<file path="config.mk">
export PLATFORM = sky130hd
export DESIGN_NAME = cntdn_timer
export DESIGN_NICKNAME = d
export VERILOG_FILES = /design/src/rtl/tmr_pkg.sv /design/src/rtl/tmr_prescale.sv /design/src/rtl/tmr_core.sv /design/src/rtl/cntdn_timer.sv
export SDC_FILE = /design/constraint.sdc
export NUM_CORES = 1
export LEC_CHECK = 0
export BUFFER_PORTS_ARGS = -buffer_cell sky130_fd_sc_hd__buf_2
export CORE_MARGIN = 3
export CORE_UTILIZATION = 40
export DETAILED_ROUTE_END_ITERATION = 10
export GPL_TIMING_DRIVEN = 0
export PLACE_DENSITY = 0.61
export SLEW_MARGIN = 5
export SYNTH_ARGS = -nofsm -noshare
export SYNTH_HDL_FRONTEND = slang
export SYNTH_SLANG_ARGS = --single-unit
</file>
<file path="constraint.sdc">
create_clock -name clk -period 5.21 [get_ports clk]
set_input_delay 1.563 -clock clk [delete_from_list [all_inputs] [get_ports clk]]
set_output_delay 1.563 -clock clk [all_outputs]
set_load 0.02 [all_outputs]
</file>
<file path="src/rtl/tmr_pkg.sv">
package tmr_pkg;

    localparam int DATA_W = 32;
    localparam int ADDR_W = 3;
    localparam int PRE_W  = 8;
    localparam int HALF_W = 16;

    localparam logic [ADDR_W-1:0] OFF_LOAD   = 3'd0;
    localparam logic [ADDR_W-1:0] OFF_VALUE  = 3'd1;
    localparam logic [ADDR_W-1:0] OFF_CTRL   = 3'd2;
    localparam logic [ADDR_W-1:0] OFF_ICLR   = 3'd3;
    localparam logic [ADDR_W-1:0] OFF_RAW    = 3'd4;
    localparam logic [ADDR_W-1:0] OFF_MSK    = 3'd5;
    localparam logic [ADDR_W-1:0] OFF_BGLOAD = 3'd6;

    // control byte, most significant field first
    typedef struct packed {
        logic       run;
        logic       periodic;
        logic       irq_en;
        logic       spare;
        logic [1:0] presc;
        logic       wide;
        logic       oneshot;
    } ctrl_t;

    localparam logic [7:0] CTRL_RESET = 8'h20;

    typedef enum logic [1:0] {
        MODE_FREE     = 2'd0,
        MODE_PERIODIC = 2'd1,
        MODE_ONESHOT  = 2'd2
    } mode_e;

    function automatic mode_e mode_of(ctrl_t c);
        if (c.oneshot)       return MODE_ONESHOT;
        else if (c.periodic) return MODE_PERIODIC;
        else                 return MODE_FREE;
    endfunction

    function automatic logic [PRE_W-1:0] presc_last(logic [1:0] sel);
        case (sel)
            2'b01:   return PRE_W'(15);
            2'b10:   return PRE_W'(255);
            default: return '0;
        endcase
    endfunction

    function automatic logic [DATA_W-1:0] width_mask(logic wide);
        return wide ? '1 : {{(DATA_W-HALF_W){1'b0}}, {HALF_W{1'b1}}};
    endfunction

endpackage

</file>
<file path="src/rtl/tmr_prescale.sv">
module tmr_prescale
    import tmr_pkg::*;
(
    input  logic       clk,
    input  logic       rst,
    input  logic       tick_en,
    input  logic       run,
    input  logic       restart,
    input  logic [1:0] presc,
    output logic       step
);
    logic [PRE_W-1:0] phase_q;
    logic [PRE_W-1:0] last;

    assign last = presc_last(presc);
    assign step = run && tick_en && (phase_q == last);

    always_ff @(posedge clk) begin
        if (rst || restart || !run) begin
            phase_q <= '0;
        end else if (tick_en) begin
            phase_q <= (phase_q == last) ? '0 : phase_q + 1'b1;
        end
    end

    // a step only ever comes from a tick while running
    a_r4_step_gated: assert property (@(posedge clk) disable iff (rst)
        step |-> (tick_en && run));

    // the phase never passes the selected divide boundary
    a_r4_phase_range: assert property (@(posedge clk) disable iff (rst)
        phase_q <= last);

endmodule

</file>
<file path="src/rtl/tmr_core.sv">
module tmr_core
    import tmr_pkg::*;
(
    input  logic              clk,
    input  logic              rst,
    input  logic              step,
    input  mode_e             mode,
    input  logic              wide,
    input  logic              load_now,
    input  logic              ctrl_wr,
    input  logic [DATA_W-1:0] load_val,
    input  logic [DATA_W-1:0] reload_val,
    output logic [DATA_W-1:0] count_q,
    output logic              expire
);
    logic [DATA_W-1:0] mask;
    logic              at_zero;
    logic              done_q;

    assign mask    = width_mask(wide);
    assign at_zero = (count_q & mask) == '0;
    assign expire  = step && at_zero && !(mode == MODE_ONESHOT && done_q);

    always_ff @(posedge clk) begin
        if (rst) begin
            count_q <= '0;
        end else if (load_now) begin
            count_q <= (mode == MODE_FREE) ? mask : load_val;
        end else if (step) begin
            if (at_zero) begin
                case (mode)
                    MODE_FREE:     count_q <= mask;
                    MODE_PERIODIC: count_q <= reload_val;
                    default:       count_q <= '0;
                endcase
            end else begin
                count_q <= (count_q - 1'b1) & mask;
            end
        end
    end

    always_ff @(posedge clk) begin
        if (rst || load_now || ctrl_wr) begin
            done_q <= 1'b0;
        end else if (step && at_zero && mode == MODE_ONESHOT) begin
            done_q <= 1'b1;
        end
    end

    // no step and no load write means the count holds
    a_r3_hold: assert property (@(posedge clk) disable iff (rst)
        (!step && !load_now) |=> $stable(count_q));

    // a periodic expiry loads the stored reload value
    a_r5_reload: assert property (@(posedge clk) disable iff (rst)
        (expire && mode == MODE_PERIODIC && !load_now) |=> count_q == $past(reload_val));

    // one-shot parks at zero
    a_r6_park: assert property (@(posedge clk) disable iff (rst)
        (step && at_zero && mode == MODE_ONESHOT && !load_now) |=> count_q == '0);

    // free-running expiry wraps to the width's maximum
    a_r7_wrap: assert property (@(posedge clk) disable iff (rst)
        (expire && mode == MODE_FREE && !load_now) |=> count_q == $past(mask));

    // an immediate load in a reloading mode takes the written data
    a_r8_load: assert property (@(posedge clk) disable iff (rst)
        (load_now && mode != MODE_FREE) |=> count_q == $past(load_val));

endmodule

</file>
<file path="src/rtl/cntdn_timer.sv">
module cntdn_timer
    import tmr_pkg::*;
(
    input  logic              clk,
    input  logic              rst,
    input  logic              tick_en,
    input  logic              wr_en,
    input  logic              rd_en,
    input  logic [ADDR_W-1:0] addr,
    input  logic [DATA_W-1:0] wdata,
    output logic [DATA_W-1:0] rdata,
    output logic              irq
);
    ctrl_t             ctrl_q;
    logic [DATA_W-1:0] load_q;
    logic              raw_q;
    logic              step;
    logic              expire;
    logic [DATA_W-1:0] count;
    logic [DATA_W-1:0] shown;
    mode_e             mode;

    logic wr_load, wr_ctrl, wr_iclr, wr_bg;

    assign wr_load = wr_en && addr == OFF_LOAD;
    assign wr_ctrl = wr_en && addr == OFF_CTRL;
    assign wr_iclr = wr_en && addr == OFF_ICLR;
    assign wr_bg   = wr_en && addr == OFF_BGLOAD;
    assign mode    = mode_of(ctrl_q);

    always_ff @(posedge clk) begin
        if (rst) begin
            ctrl_q <= ctrl_t'(CTRL_RESET);
            load_q <= '0;
            raw_q  <= 1'b0;
        end else begin
            if (wr_ctrl)           ctrl_q <= ctrl_t'(wdata[7:0]);
            if (wr_load || wr_bg)  load_q <= wdata;
            if (expire)            raw_q  <= 1'b1;
            else if (wr_iclr)      raw_q  <= 1'b0;
        end
    end

    tmr_prescale u_presc (
        .clk     (clk),
        .rst     (rst),
        .tick_en (tick_en),
        .run     (ctrl_q.run),
        .restart (wr_ctrl),
        .presc   (ctrl_q.presc),
        .step    (step)
    );

    tmr_core u_core (
        .clk        (clk),
        .rst        (rst),
        .step       (step),
        .mode       (mode),
        .wide       (ctrl_q.wide),
        .load_now   (wr_load),
        .ctrl_wr    (wr_ctrl),
        .load_val   (wdata),
        .reload_val (load_q),
        .count_q    (count),
        .expire     (expire)
    );

    assign shown = count & width_mask(ctrl_q.wide);
    assign irq   = raw_q & ctrl_q.irq_en;

    always_comb begin
        rdata = '0;
        if (rd_en) begin
            case (addr)
                OFF_LOAD, OFF_BGLOAD: rdata = load_q;
                OFF_VALUE:            rdata = shown;
                OFF_CTRL:             rdata = {{(DATA_W-8){1'b0}}, ctrl_q};
                OFF_RAW:              rdata = {{(DATA_W-1){1'b0}}, raw_q};
                OFF_MSK:              rdata = {{(DATA_W-1){1'b0}}, irq};
                default:              rdata = '0;
            endcase
        end
    end

    // a control write lands in the register on the next cycle
    a_r2_ctrl_wr: assert property (@(posedge clk) disable iff (rst)
        wr_ctrl |=> ctrl_q == $past(wdata[7:0]));

    // every expiry leaves the raw flag set
    a_r5_raw_set: assert property (@(posedge clk) disable iff (rst)
        expire |=> raw_q);

    // a clear write without a coincident expiry drops the flag
    a_r10_clear: assert property (@(posedge clk) disable iff (rst)
        (wr_iclr && !expire) |=> !raw_q);

    // masked read path agrees with the interrupt pin
    a_r11_msk_read: assert property (@(posedge clk) disable iff (rst)
        (rd_en && addr == OFF_MSK) |-> rdata == {{(DATA_W-1){1'b0}}, irq});

    // writing the value offset does not move the count
    a_r9_value_ro: assert property (@(posedge clk) disable iff (rst)
        (wr_en && addr == OFF_VALUE && !step) |=> $stable(count));

endmodule

</file>
Yosys cells after proc, flatten, opt, wreduce, memory -nomap -nowiden
Index checks and enable logic that the tools add are counted.
Word-level totals
  register bits after elaboration: 82
  RAM bits: 0
  memories kept: 0
  output and inout port bits: 33
  ROM bits: 0
  latch bits: 0
Cells by class
  multipliers: 0
  bitwise logic cells: 3
  mux-type cells: 14
  reduce and logical (&&, ||, !) cells: 23
  eq/ne operators: 11
  div/mod/pow operators: 0
  add/sub/neg operators: 2
  shift-type cells: 0
  $lt $le $gt $ge: 0
Operator list (number)
  32-bit 2-to-1 mux: 6
  32-bit case mux with 5 select lines: 1
  32-bit bitwise AND: 2
  32-bit case mux with 2 select lines: 1
  32-bit logical NOT: 1
  32-bit by 1-bit subtractor with 32-bit output (second input constant): 1
  8-bit case mux with 2 select lines: 1
  1-bit logical AND: 10
  3-bit equality test (second input constant): 3
  8-bit by 1-bit adder with 8-bit output (second input constant): 1
  8-bit equality test: 1
  8-bit 2-to-1 mux: 1
  3-bit by 2-bit equality test with 1-bit output (second input constant): 2
  1-bit logical OR: 5
  2-bit by 1-bit equality test with 1-bit output (second input constant): 2
  2-bit equality test (second input constant): 2
  2-bit nonzero test: 2
  3-bit by 1-bit equality test with 1-bit output (second input constant): 1
  3-bit logical NOT: 1
  1-bit 2-to-1 mux: 3
  1-bit logical NOT: 2
  2-bit logical NOT: 1
  2-bit 2-to-1 mux: 1
  2-bit OR reduction: 1
  1-bit bitwise AND: 1

Depth between registers and ports, before layout
Gate-level depths: netlist of the first run.
  depth in word-level cells: 7
  depth in mapped cells: 11

Modules after synthesis
From an unflattened synthesis of the first run, not the netlist that was laid out.
Unflattened totals
  cells, all modules: 748
  area, all modules: 5655.4 um^2
Modules (own cells, without submodules)
  tmr_core: instances 1, cells each 417, area an instance 2946.6 um^2
  cntdn_timer: instances 1, cells each 283, area an instance 2259.7 um^2
  tmr_prescale: instances 1, cells each 48, area an instance 449.2 um^2

Worst setup path before layout of the first run
OpenSTA, ideal clock, no wires.
  path kind: input-to-output
  from: input addr[1]
  to: output rdata[13]
  arrival: 3.328 ns
  path slack: 0.319 ns
  path buffers: 3
  cell stages on the path: 7
  cell sequence: clkbuf_1 > xnor2_1 > nor2b_1 > clkbuf_1 > clkbuf_1 > a22oi_1 > nor2b_1
On the way
  word-level cells in the longest chain between the ends: 4
RTL lines
  start: declaration: RTL line cntdn_timer.sv:9  | input logic [ADDR_W-1:0] addr,
  3-bit equality test / 3-bit logical NOT (equally long branches): RTL line cntdn_timer.sv:74  | case (addr)
  2-bit OR reduction: RTL line cntdn_timer.sv:74
  32-bit case mux with 5 select lines *: RTL line cntdn_timer.sv:74
  32-bit 2-to-1 mux *: RTL line cntdn_timer.sv:73  | if (rd_en) begin
  end: declaration: RTL line cntdn_timer.sv:11  | output logic [DATA_W-1:0] rdata,
Mark *: on every way between the ends. The rest lies on a longest branch, timed or not.

Final worst setup path of the first run
  from: input addr[2]
  to: output rdata[14]
The elaborated chain is that of the path after synthesis.

==> reports/metrics.yaml, run 1 <==
clock_tree:
  clkSinkCount: 82
  clock_path_buffers: 2
  clk_pin_slew_ns: 0.07
  htreeDepth: 3
  holdBufCountCts: 0
  tritoncts: "done"
  cts_root_buf: "clkbuf_16"
  cts_buffers: 9
  insertion_delay_ns: 0.36
setup_path:
  cp-end-kind: "output port"
  ff2ff_path_depth: 8
  worstPathRequired_ns: 3.65
  worst_setup_path_start_kind: "input port"
  cp_data_arrival_time_ns: 3.52
  worstPathMaxFanout: 10
  critPathKind: "input port to output port"
global_route:
  track_usage: 0.271
  grt_overflow: 0
  grt_pass1_wl_um: 30300
  grt_pass1_vias: 5437
  grt_max_degree: 16
  antenna_found_initial: 1
floorplan:
  dieHeight_um: 120
  rows: 41
  die_area_mm2: 0.0145
  core_mm2: 0.0127
  io_pins: 73
  initial_utilization: 0.412
  die_w_um: 120
finish:
  drive_gt1_frac: 0.135
  area_delta_synth_final_pct: 18.3
  n_antenna_cell: 0
  fillers: 1353
  ff_latch_area_mm2: 0.00164
  final_cells: 1001
  multiInputGateArea_mm2: 0.00329
  nets: 868
power_and_ir_drop:
  power_w: 0.00185
  leakage_nw: 2.33
  p_per_area_mw_per_mm2: 299
  ir_worst_vdd_v: 0.000167
sta:
  post-route-period-util: 0.976
  fin_skew_ns: 0.00726
  hold_slack_ns: 0.465
  finalSetupViolCount: 0
  fin_crit_ns: 5.08
  rsz0062_at_grt: "true"
  hold_viol: 0
  worst_slack_ns: 0.127
  fmax_mhz: 197
  maxSlewViolCount: 0
  setup_tns_ns: 0
  relSlewSlack: 0.406
  tightestPinTransition_ns: 0.888
detailed_routing:
  vias_per_cell: 5.90
  wl_per_cell_um: 19.7
  drc: 0
  routed_wl_um: 19800
  drtAntennaViolNets: 0
  dr.pass1.iters: 7
  drt_iter0_markers: 671
  num_vias: 5902
synth:
  yosysSeqAreaShare: 0.313
  yosysWarnings: 0
  async_flop_share: 0
  synth.avg_cell_area_um2: 7.04
  yosys_register_bits: 82
  syn_inst: 744
  syn_area_mm2: 0.00524
  synth_edf_count: 0
  synth_cell_types: 57
  synth_nets: 788
  ys.flop_type: "dfxtp_1"
worst_hold_path:
  min_path_cells: 2
  hp-class: "flip-flop to flip-flop"
job:
  cap_violations: 0
placement:
  pre_cts_slack_ns: -0.489
  place.gp.congestion: 0.968
  port_buffers: 68
  dp_hpwl_um: 14600
  placedCellCount: 985
outcome:
  status: "finished, final reports clean"
worst paths after layout:
kind	startpoint	slack, ns	end
max	addr[2]	0.13	rdata[14]
min reg2reg	ctrl_q[4]	0.46	ctrl_q[4]
min	ctrl_q[4]	0.46	ctrl_q[4]
max reg2reg	u_core.count_q[19]	1.85	u_core.count_q[8]
flip-flops by register name, indices dropped and copies added, names as in the netlist:
signal	cells
load_q	32
u_core.count_q	32
ctrl_q	8
u_presc.phase_q	8
raw_q	1
u_core.done_q	1
metrics by stage:
stage | area, um^2 | utilization
floorplan | 5240 | -
global placement | 5790 | 0.455
detailed placement | 5810 | 0.457
CTS | 6180 | 0.485
global route | 6200 | 0.487
finish | 6200 | 0.487
critical path, cell delays in order:
cell and delay (ns):
clkbuf_1 0.23, nand2b_1 0.31, nor2_1 0.45, clkbuf_1 0.46, a22oi_1 0.19, nor2b_1 0.14
buf_2 0.17
routing by layer:
layer / wire [um] / GRT usage
met5: 13 / 0
met4: 521 / 0.105
met3: 1890 / 0.0533
met2: 8480 / 0.393
met1: 8860 / 0.396
area by class of cell:
class                   count  area share
clock inverters             7      0.0204
flip-flops and latches     82       0.265
plain buffers              61      0.0436
clock buffers               9      0.0363
repair buffers             69      0.0561
well taps                 172      0.0347
inverters                  23      0.0139
multi-input cells         578       0.530
synthesized netlist by cell type (6+ instances only):
master | n | area, um^2
inv_1 | 23 | 86.3
a21o_1 | 10 | 75.1
or3_1 | 12 | 75.1
a21oi_1 | 104 | 521
or4_1 | 6 | 45.0
nor2_1 | 89 | 334
nor4_1 | 13 | 81.3
xnor2_1 | 18 | 158
nor2b_1 | 13 | 81.3
o21ai_0 | 34 | 170
nand2_1 | 115 | 432
nand3_1 | 10 | 50.1
nor3_1 | 12 | 60.1
a221oi_1 | 6 | 52.6
a22oi_1 | 32 | 240
dfxtp_1 | 82 | 1640
clkbuf_1 | 51 | 191
a211oi_1 | 8 | 60.1
xor2_1 | 11 | 96.3
report_power, final:
group	internal [W]	switching, W
combinational	0.000151	0.000257
clock	0.000474	0.000294
sequential	0.000648	0.0000281
timing repair:
action,4_1_cts,5_1_grt
gates cloned,0,0
setup buffers,0,0
endpoints found under the setup margin,20,19
resized for setup,4,4
hold endpoints to repair,0,0
placed cells by master, fill, tap and decap left out, types with 13 or more instances in the layout:
cell type,n
xnor2_1,17
buf_2,70
inv_1,23
a22oi_1,32
o21ai_0,34
nor2b_1,13
a21oi_1,104
dfxtp_1,82
nor2_1,89
clkbuf_1,47
nand2_1,115
cells by family after synthesis:
kind of cell | Yosys count | synth area share
fa+ha+maj | 4 | 0.00956
xor+xnor | 29 | 0.0485
flops | 82 | 0.313
buf+inv | 84 | 0.0671
simple gates | 303 | 0.265
compound gates | 238 | 0.288
mux | 4 | 0.00764
No activity file was read; power rests on OpenSTA's default activity.
==> inputs of run 2 (changes only) <==
--- a/config.mk
+++ b/config.mk
@@ -5,12 +5,12 @@
 export SDC_FILE = /design/constraint.sdc
 export NUM_CORES = 1
 export LEC_CHECK = 0
-export BUFFER_PORTS_ARGS = -buffer_cell sky130_fd_sc_hd__buf_2
 export CORE_MARGIN = 3
 export CORE_UTILIZATION = 40
 export DETAILED_ROUTE_END_ITERATION = 10
+export DONT_BUFFER_PORTS = 1
 export GPL_TIMING_DRIVEN = 0
-export PLACE_DENSITY = 0.61
+export PLACE_DENSITY = 0.56
 export SLEW_MARGIN = 5
 export SYNTH_ARGS = -nofsm -noshare
 export SYNTH_HDL_FRONTEND = slang
==> run 2 against run 1 <==
  * Utilization fell by 2.9 points
  * Final area down 5.9%
  * Setup slack improved by 0.0029 ns
  * Global-route usage decreased by 0.46 points
  * Fmax is essentially flat
  * Critical path depth is 1 lower
  * Sequential share of layout area grew 1.7 points
  * Register-to-register slack gained 0.04 ns
  * Clock power shrank 8.7%
  * Cell count decreased by 6.8%
  * Non-clock buffer count decreased by 68
  * Largest cell class unchanged
  * Highest routed layer is now met4
==> reports/metrics.yaml, run 2 (synthesized netlist as in run 1, its figures left out) <==
sta:
  fmax_mhz: 197  # about the same
  post-route-period-util: 0.975  # about the same
  finalSetupViolCount: 0  # unchanged
  rsz0062_at_grt: "false"
  relSlewSlack: 0.195  # -0.211
  hold_viol: 0  # unchanged
  maxSlewViolCount: 0  # unchanged
  fin_crit_ns: 5.08  # -0.00289 ns
  fin_skew_ns: 0.0111  # +0.00379 ns
  worst_slack_ns: 0.130  # +0.00289 ns
  tightestPinTransition_ns: 1.20  # +0.310 ns
setup_path:
  worstPathRequired_ns: 3.65  # about the same
  critPathKind: "input port to output port"
  regToRegEndpoint: "u_core.count_q[7]"
  r2r-start: "u_core.count_q[19]"
  cp-end-kind: "output port"
  worst_setup_path_start_kind: "input port"
  cp_data_arrival_time_ns: 3.52  # about the same
  r2r_slack_ns: 1.89  # +0.04 ns
  ff2ff_path_depth: 8  # unchanged
  worstPathMaxFanout: 10  # unchanged
worst_hold_path:
  hold_start: "ctrl_q[4]"
  min_path_cells: 2  # unchanged
  hp-class: "flip-flop to flip-flop"
  holdPathEnd: "ctrl_q[4]"
detailed_routing:
  vias_per_cell: 6.10  # +3.5%
  drc: 0  # unchanged
  num_vias: 5695  # -3.5%
  drt_iter0_markers: 628  # -6.4%
  wl_per_cell_um: 20.9  # +5.6%
  dr.pass1.iters: 5  # -2
  routed_wl_um: 19500  # -1.5%
  drtAntennaViolNets: 0  # unchanged
finish:
  multiInputGateArea_mm2: 0.00329  # +0.11%
  mostFrequentLayoutCells: "115 x nand2_1, 104 x a21oi_1, 88 x nor2_1"
  final_cells: 933  # -6.8%
  n_antenna_cell: 0  # unchanged
  final_common_cell: "nand2_1"
  largestRegisters: "load_q x32, u_core.count_q x32"
  ff_latch_area_mm2: 0.00164  # unchanged
  fillers: 1383  # +2.2%
  area_delta_synth_final_pct: 11.3
  drive_gt1_frac: 0.0578  # -0.0773
  nets: 800  # -7.8%
global_route:
  antenna_found_initial: 0  # -1
  grt_max_degree: 14  # -2
  grt_pass1_vias: 5298  # -2.6%
  grt_overflow: 0  # unchanged
  grt_pass1_wl_um: 30100  # -0.86%
  track_usage: 0.267  # -0.00459
placement:
  dp_hpwl_um: 13900  # -4.8%
  pre_cts_slack_ns: -0.594  # -0.105 ns
  place.gp.congestion: 0.913  # -5.7%
  port_buffers: 0  # -100%
  placedCellCount: 917  # -6.9%
clock_tree:
  cts_resized: 5  # +1
  postCtsSetupBuffers: 0  # unchanged
  clkSinkCount: 82  # unchanged
  cts_root_buf: "clkbuf_16"
  htreeDepth: 3  # unchanged
  tritoncts: "done"
  insertion_delay_ns: 0.35  # about the same
  cts_buffers: 9  # unchanged
  clk_pin_slew_ns: 0.06  # about the same
  holdBufCountCts: 0  # unchanged
  clock_path_buffers: 2  # unchanged
power_and_ir_drop:
  power_w: 0.00176  # -4.9%
  ir_worst_vdd_v: 0.000165  # -1.2%
  p_per_area_mw_per_mm2: 302  # +1.0%
  leakage_nw: 2.00  # -14%
floorplan:
  rows: 41  # unchanged
  initial_utilization: 0.412  # unchanged
  dieHeight_um: 120  # unchanged
  core_mm2: 0.0127  # unchanged
  die_w_um: 120  # unchanged
  die_area_mm2: 0.0145  # unchanged
  io_pins: 73  # unchanged
job:
  cap_violations: 0  # unchanged
outcome:
  status: "finished, final reports clean"
==> run 2: changes by cell type in the layout (fill, tap and decap cells not counted), sizes merged <==
cell,before,now
buf,79,11
bufinv,3,2
clkbuf,60,62
inv,24,23
==> run 2: layout make-up <==
type | count | area share
multi-input combinational | 578 | 0.564
clock buffer | 11 | 0.0416
tap | 172 | 0.0369
sequential | 82 | 0.281
inverter | 23 | 0.0148
buffer | 61 | 0.0466
timing repair buffer | 1 | 0.00129
clock inverter | 5 | 0.0133
==> run 2: through the flow <==
stage	cell area (um^2)	util	setup TNS [ns]	hold WS, ns
2_1_floorplan	5240	-	0	0.437
3_3_place_gp	5450	0.429	-9.39	0.445
3_5_place_dp	5470	0.430	-10.53	0.455
4_1_cts	5810	0.457	0	0.464
5_1_grt	5830	0.458	0	0.499
6_report	5830	0.458	0	0.468
==> run 2: worst max-delay path by stage <==
stage	from	end	slack (ns)	cells after the start
floorplan	addr[1]	rdata[13]	0.32	7
global placement	addr[1]	rdata[31]	-0.55	7
detailed placement	addr[1]	rdata[31]	-0.59	7
CTS	addr[1]	rdata[31]	0.03	7
global route	addr[2]	rdata[29]	0.03	6
finish	addr[2]	rdata[29]	0.13	6
==> run 2: power breakdown <==
part           switching, W  internal, W  total [W]
Sequential        0.0000250     0.000648   0.000673
Clock              0.000268     0.000432   0.000700
Combinational      0.000247     0.000140   0.000387
Total              0.000540      0.00122    0.00176
==> run 2: critical path, cell delays in order <==
cell	delay [ns]
clkbuf_1	0.21
nand2b_1	0.33
nor3_4	0.39
clkbuf_1	0.49
a22oi_1	0.19
nor2_1	0.35
==> run 2: metal layers <==
metal / vias to the layer above / GRT usage / wire length (um)
met4: 0 / 0.118 / 600
met5: - / 0 / 0
li1: 2653 / - / -
met3: 48 / 0.0421 / 1480
met1: 2713 / 0.382 / 8740
met2: 281 / 0.395 / 8630
